`config.mk`:
```
export PLATFORM = sky130hd
export DESIGN_NAME = nextpc_unit
export DESIGN_NICKNAME = d
export VERILOG_FILES = /design/src/rtl/nextpc_pkg.sv /design/src/rtl/nextpc_ctrl.sv /design/src/rtl/nextpc_dp.sv /design/src/rtl/nextpc_unit.sv
export SDC_FILE = /design/constraint.sdc
export NUM_CORES = 1
export LEC_CHECK = 0
export CAP_MARGIN = 20
export CORE_MARGIN = 3
export CORE_UTILIZATION = 43
export DETAILED_ROUTE_END_ITERATION = 10
export PLACE_DENSITY_LB_ADDON = 0.25
export SKIP_LAST_GASP = 1
export SYNTH_ARGS = -nofsm -noshare
export SYNTH_HDL_FRONTEND = slang
export SYNTH_SLANG_ARGS = --single-unit
```
`constraint.sdc`:
```
create_clock -name clk -period 5.2 [get_ports clk]
set_input_delay 0.78 -clock clk [delete_from_list [all_inputs] [get_ports clk]]
set_output_delay 0.78 -clock clk [all_outputs]
set_load 0.03 [all_outputs]
```
`src/rtl/nextpc_pkg.sv`:
```
package nextpc_pkg;
  localparam int unsigned XLEN   = 32;
  localparam int unsigned IMMW   = 16;
  localparam int unsigned KINDW  = 3;
  localparam int unsigned ALIGNB = 2;

  typedef enum logic [KINDW-1:0] {
    XF_NONE  = 3'd0,
    XF_GE    = 3'd1,
    XF_LT    = 3'd2,
    XF_NE    = 3'd3,
    XF_GEU   = 3'd4,
    XF_LTU   = 3'd5,
    XF_JREG  = 3'd6,
    XF_RET   = 3'd7
  } xfer_e;

  // strobes from control to datapath
  typedef struct packed {
    logic useTarget;
    logic useRegA;
    logic useRetReg;
    logic pcWritten;
  } pcSel_t;

  // comparison results from datapath to control
  typedef struct packed {
    logic same;
    logic sLess;
    logic uLess;
  } cmpRes_t;
endpackage

```
`src/rtl/nextpc_ctrl.sv`:
```
module nextpc_ctrl
  import nextpc_pkg::*;
#(
  parameter int unsigned KW = KINDW
) (
  input  logic [KW-1:0] xferKind,
  input  cmpRes_t       cmp,
  output pcSel_t        sel
);
  xfer_e kind;
  logic  taken;
  logic  isCond;

  assign kind = xfer_e'(xferKind);

  always_comb begin
    taken  = 1'b0;
    isCond = 1'b0;
    unique case (kind)
      XF_GE:   begin isCond = 1'b1; taken = ~cmp.sLess; end
      XF_LT:   begin isCond = 1'b1; taken =  cmp.sLess; end
      XF_NE:   begin isCond = 1'b1; taken = ~cmp.same;  end
      XF_GEU:  begin isCond = 1'b1; taken = ~cmp.uLess; end
      XF_LTU:  begin isCond = 1'b1; taken =  cmp.uLess; end
      default: begin isCond = 1'b0; taken = 1'b0;       end
    endcase
  end

  always_comb begin
    sel.useTarget = isCond & taken;
    sel.useRegA   = (kind == XF_JREG);
    sel.useRetReg = (kind == XF_RET);
    sel.pcWritten = (kind != XF_NONE);
  end
endmodule

```
`src/rtl/nextpc_dp.sv`:
```
module nextpc_dp
  import nextpc_pkg::*;
#(
  parameter int unsigned        W         = XLEN,
  parameter int unsigned        IW        = IMMW,
  parameter logic [XLEN-1:0]    RESET_VEC = 32'h0000_1000
) (
  input  logic          clk,
  input  logic          rstN,
  input  logic          instrValid,
  input  logic [W-1:0]  opA,
  input  logic [W-1:0]  opB,
  input  logic [W-1:0]  retAddr,
  input  logic [IW-1:0] imm16,
  input  pcSel_t        sel,
  output cmpRes_t       cmp,
  output logic [W-1:0]  pcQ,
  output logic [W-1:0]  nextPc
);
  localparam int unsigned EXTW = W - IW;
  localparam logic [W-1:0] STEP = W'(4);

  logic [W-1:0] seqPc;
  logic [W-1:0] offset;
  logic [W-1:0] target;
  logic [W-1:0] pcReg;

  assign seqPc  = pcReg + STEP;
  assign offset = {{EXTW{imm16[IW-1]}}, imm16[IW-1:ALIGNB], {ALIGNB{1'b0}}};
  assign target = seqPc + offset;

  assign cmp.same  = (opA == opB);
  assign cmp.sLess = ($signed(opA) < $signed(opB));
  assign cmp.uLess = (opA < opB);

  always_comb begin
    if (sel.useRegA)        nextPc = opA;
    else if (sel.useRetReg) nextPc = retAddr;
    else if (sel.useTarget) nextPc = target;
    else                    nextPc = seqPc;
  end

  always_ff @(posedge clk or negedge rstN) begin
    if (!rstN)           pcReg <= RESET_VEC;
    else if (instrValid) pcReg <= nextPc;
  end

  assign pcQ = pcReg;
endmodule

```
`src/rtl/nextpc_unit.sv`:
```
module nextpc_unit
  import nextpc_pkg::*;
#(
  parameter logic [XLEN-1:0] RESET_VEC = 32'h0000_1000
) (
  input  logic              clk,
  input  logic              rstN,
  input  logic              instrValid,
  input  logic [KINDW-1:0]  xferKind,
  input  logic [XLEN-1:0]   opA,
  input  logic [XLEN-1:0]   opB,
  input  logic [XLEN-1:0]   retAddr,
  input  logic [IMMW-1:0]   imm16,
  output logic [XLEN-1:0]   pcQ,
  output logic [XLEN-1:0]   nextPc,
  output logic              pcSetByXfer
);
  pcSel_t  sel;
  cmpRes_t cmp;

  nextpc_ctrl #(.KW(KINDW)) u_ctrl (
    .xferKind(xferKind),
    .cmp(cmp),
    .sel(sel)
  );

  nextpc_dp #(.W(XLEN), .IW(IMMW), .RESET_VEC(RESET_VEC)) u_dp (
    .clk(clk),
    .rstN(rstN),
    .instrValid(instrValid),
    .opA(opA),
    .opB(opB),
    .retAddr(retAddr),
    .imm16(imm16),
    .sel(sel),
    .cmp(cmp),
    .pcQ(pcQ),
    .nextPc(nextPc)
  );

  assign pcSetByXfer = sel.pcWritten;
endmodule

```
Word level (Yosys, flattened, before mapping) --
Cells that the tools add are included.
Operators by class: reduce and logical (&&, ||, !) cells 2, eq/ne operators 8, add/sub/neg operators 2, bitwise operators 4, mux-type cells 5, $lt $le $gt $ge 2
Operator list (number):
- $mux W32 | 3
- $lt A32 B32 Y1 | 2
- $add A32 B3 Y32 const B | 1
- $add A32 B32 Y32 | 1
- $eq A32 B32 Y1 | 1
- $eq A3 B3 Y1 const B | 4
- $eq A3 B2 Y1 const B | 2
- $pmux W1 S5 | 1
- $reduce_or A5 Y1 | 1
- $eq A3 B1 Y1 const B | 1
- $not A1 Y1 | 3
- $reduce_bool A3 Y1 | 1
- $and A1 B1 Y1 | 1
- $mux W1 | 1
Storage, ports and cells: input port bits 118, output and inout bits 65, register bits 32

Depth between registers and ports, before layout --
word-level depth 7, depth in mapped cells 19, gate-level depth less buffers 18

Cells and area by module --
A second synthesis with hierarchy kept.
Unflattened totals: cells, all modules 743, area total of the unflattened synthesis 5526.6 µm²
Modules (own cells, without submodules):
- nextpc_dp | cells each 734, area an instance 5460.2 µm², instances 1
- nextpc_ctrl | cells each 9, area an instance 66.3 µm², instances 1

Worst setup path before layout --
Ideal clock, no wire load.
path type flip-flop to output port, start point register u_dp.pcReg[12], in the netlist u_dp.pcQ[12], end point output nextPc[31], path buffers 1, stages on the path, launching flop included 19, arrival 4.606 ns, path slack -0.186 ns, cells stage by stage dfstp_2 and4_1 and3_1 nor2b_1 nand2_1 nor3_1 nand2_1 xnor2_1 ha_1 clkbuf_1 a21oi_1 o21ai_1 a221o_1 a21oi_1 mux2_2 a311o_1 o31ai_1 or3b_1 nand2_1
On the way: cells in the longest elaborated chain, start to end 5
Ends and longest elaborated chain:
- start, declared | line nextpc_dp.sv:26 | logic [W-1:0] pcReg;
- start signal, assigned | line nextpc_dp.sv:45 | else if (instrValid) pcReg <= nextPc;
- $add A32 B3 Y32 (*) | line nextpc_dp.sv:28 | assign seqPc = pcReg + STEP;
- $add A32 B32 Y32 | line nextpc_dp.sv:30 | assign target = seqPc + offset;
- $mux W32 (*) | line nextpc_dp.sv:39 | else if (sel.useTarget) nextPc = target;
- $mux W32 (*) | line nextpc_dp.sv:38 | else if (sel.useRetReg) nextPc = retAddr;
- $mux W32 (*) | line nextpc_dp.sv:37 | if (sel.useRegA) nextPc = opA;
- end, declared | line nextpc_unit.sv:15 | output logic [XLEN-1:0] nextPc,
Mark *: on every way between the ends. The rest lies on a longest branch, timed or not.

Worst setup path in the final report --
Same ends and word-level chain as after synthesis.

==> impl_results.md <==
* Status: finished, violations left
* Failing checks: negative setup slack
* Total gr overflow at 0
* Post-synth top area cell: dfrtp_1
* Via count of the routed design at 5,956
* Reg2reg path depth at 16
* Die Span X at 117 µm
* Io pins at 183
* Clk root buf: clkbuf_16
* Share of layout cells above drive strength 1 at 18.1%
* Largest register FFs at 32
* Pwr/cell area at 572 nW/µm²
* Area occupied by multi-input gates at 4430 µm²
* Detailed Route WL at 19,300 µm
* Minimum clock period at 5.28 ns
* Static Leakage at 3.63 nW
* Fin Hold WS at 0.564 ns
* R2r startpoint: u_dp.pcQ[12]$_DFFE_PN1P_
* Crit path DAT at 4.50 ns
* Final hold vios at 0
* Ys Warns at 0
* Syn Area/Cell at 8.10 µm²
* # fillers at 969
* Area Overhead vs Synth at 50.0%
* Net Count, Synth at 838
* Reg area at 803 µm²
* Final setup viols at 1
* Final GP Congestion at 0.908
* Ys flop type: dfrtp_1
* Element type at the critical path start: flop
* Hold path cells at 1
* Worst Setup End Kind: output port
* Synth area leaders: dfrtp_1 (15%), ha_1 (15%), mux2i_1 (12%), xnor2_1 (6.3%), nand2_1 (4.6%)
* Sequential share of the synthesized area at 15.1%
* Worst slew margin at 24.3%
* CP Max Fanout at 4
* Clk buf depth at 2
* Core ar. at 11,800 µm²
* Total iterations of the first detailed-routing run at 5
* I/O Buffers at 180
* Peak supply drop at 0.283 mV
* CTS Buf Count at 5
* # diodes at 0
* Worst-path clk slew at 0.05 ns
* Core Util, Final at 67.9%
* CTS tree: yes
* First-pass GRT wire length at 29,500 µm
* Die height at 117 µm
* R2r endpoint: u_dp.pcQ[31]$_DFFE_PN0P_
* Final Cycle Share at 102%
* Site Rows at 39
* Synth unique cells at 71
* Top cell type's share of synthesized area at 14.6%
* Hold_sp: u_dp.pcQ[0]$_DFFE_PN0P_
* Worst hold path type: reg -> reg
* Clk_skew at 0.00575 ns
* Worst reg2reg setup slack at 0.93 ns
* Least-Margin Pin Slew at 1.14 ns
* Yosys reg bits at 32
* Post-synth top cells: mux2i_1 (66), nand2_1 (65), ha_1 (62)
* Largest net degree at the start of global routing at 33
* Clock latency on the worst-skew pair at 0.28 ns
* Cells after Synth at 657
* Final #Nets at 1,048
* Max Clk Rate at 189 MHz
* DRC Markers at 0
* Number of synthesized flops with an enable pin at 0
* Max-Cap Viols at 0
* Die area at 13,700 µm²
* Required time worst endpoint at 4.42 ns
* First DRT Iteration DRCs at 540
* Mapped Area at 5320 µm²
* Setup repair after global routing missed its margin: yes
* Hpwl dp at 15,900 µm
* Most numerous cell in the Yosys netlist: mux2i_1
* CTS sink cnt at 32
* H-tree depth at 2
* Via/cell ratio at 5.77
* Drt wl/cell at 18.7 µm
* Worst Hold Endpoint: u_dp.pcQ[0]$_DFFE_PN0P_
* Post-CTS Hold Buffers at 0
* Setup ws final at -0.0837 ns
* Slew Viols, Final at 0
* Starting Density at 45.2%
* Post-route ant nets at 0
* Post-synth ARST share at 100%
* GR Util All Layers at 27.3%
* Antenna violations before repair at 0
* Number of global-route vias before repair at 5,887
* Crit path kind: reg -> out
metrics by stage:
| stage | power (mW) | instances | TNS [ns] | cell area (µm²) | setup WS (ns) |
|---|---|---|---|---|---|
| after floorplan | 2.64 | 657 | 0 | 5330 | 0.0105 |
| after detailed placement | 3.99 | 1012 | -0.00523 | 7530 | -0.00523 |
| after global routing | 4.84 | 1032 | -0.682 | 7980 | -0.203 |
| after global placement | 3.91 | 1012 | 0 | 7530 | 0.0916 |
| final | 4.57 | 1032 | -0.0837 | 7980 | -0.0837 |
| after CTS | 4.41 | 1024 | -0.0327 | 7810 | -0.0327 |
worst max-delay path, cell delays in order (launching register included):
cell and delay (ns):
dfstp_2 0.53, and4_4 0.21, and3_4 0.18, buf_4 0.11, and3_4 0.18, and3_4 0.21, nand3_1 0.14, xnor2_2 0.19
ha_1 0.32, and3_1 0.18, a221o_1 0.34, a21oi_2 0.19, mux2_4 0.31, a311o_1 0.31, o31ai_1 0.18, or3b_4 0.43
nand2_4 0.07, buf_6 0.13
cell usage in the layout (no fill, tap or decap), types with 13 or more instances in the layout:
cell type / synthesis / layout
mux2i_1: 66 / 64
dfrtp_1: 31 / 30
inv_1: 42 / 42
nand2_1: 65 / 63
clkdlybuf4s50_1: 0 / 149
ha_1: 62 / 59
o221ai_1: 14 / 14
a21oi_1: 39 / 36
xnor2_1: 38 / 32
nor3_1: 15 / 14
a21o_1: 13 / 13
o21ai_1: 20 / 20
o21ai_0: 17 / 16
xor2_1: 15 / 15
buf_4: 1 / 68
nand3_1: 26 / 25
nor2_1: 37 / 36
routing by layer:
| metal | routed length, µm | track usage [%] | part of all wire, % |
|---|---|---|---|
| met2 | 9560 | 47.5 | 49 |
| met3 | 1190 | 3.70 | 6.1 |
| met1 | 8210 | 35.6 | 43 |
| met4 | 357 | 6.57 | 1.8 |
| met5 | 0 | 0 | 0 |
kinds of logic (layout without fill, tap and decap cells):
family,Yosys count,after routing,synth area share (%)
XOR/XNOR,53,53,8.73
multiplexers,80,80,15.5
AO/OA/AOI/OAI,158,158,21.6
buffers and inverters,69,280,5.41
AND/OR/NAND/NOR,202,202,18.7
adder cells (fa/ha/maj),63,63,15.0
flip-flops,32,32,15.1
area by class of cell:
class / instances / area share (%)
Timing Repair Buffer: 229 / 27.8
Inverter: 43 / 2.02
Multi-Input combinational cell: 556 / 55.5
Tap cell: 164 / 2.57
Clock inverter: 2 / 0.439
Sequential cell: 32 / 10.1
Clock buffer: 6 / 1.61
worst max-delay path by stage:
stage	cells after the start	endpoint	from	slack [ns]
2_1_floorplan	18	nextPc[31]	u_dp.pcQ[12]$_DFFE_PN1P_	0.01
4_1_cts	18	nextPc[31]	u_dp.pcQ[12]$_DFFE_PN1P_	-0.03
3_5_place_dp	18	nextPc[31]	u_dp.pcQ[12]$_DFFE_PN1P_	-0.005
3_3_place_gp	15	nextPc[28]	imm16[2]	0.09
5_1_grt	17	nextPc[31]	u_dp.pcQ[12]$_DFFE_PN1P_	-0.20
6_report	17	nextPc[31]	u_dp.pcQ[12]$_DFFE_PN1P_	-0.08
what timing repair did:
action,4_1_cts,5_1_grt
setup buffers,4,8
endpoints found under the setup margin,2,25
pin swaps,6,8
hold endpoints to repair,0,0
gates resized for setup,17,21
power by group:
group          internal (mW)  switching, mW
Combinational           1.63           2.07
Sequential             0.369          0.167
Clock                  0.225          0.105
Total                   2.22           2.35
(Power assumes the default switching activity.)
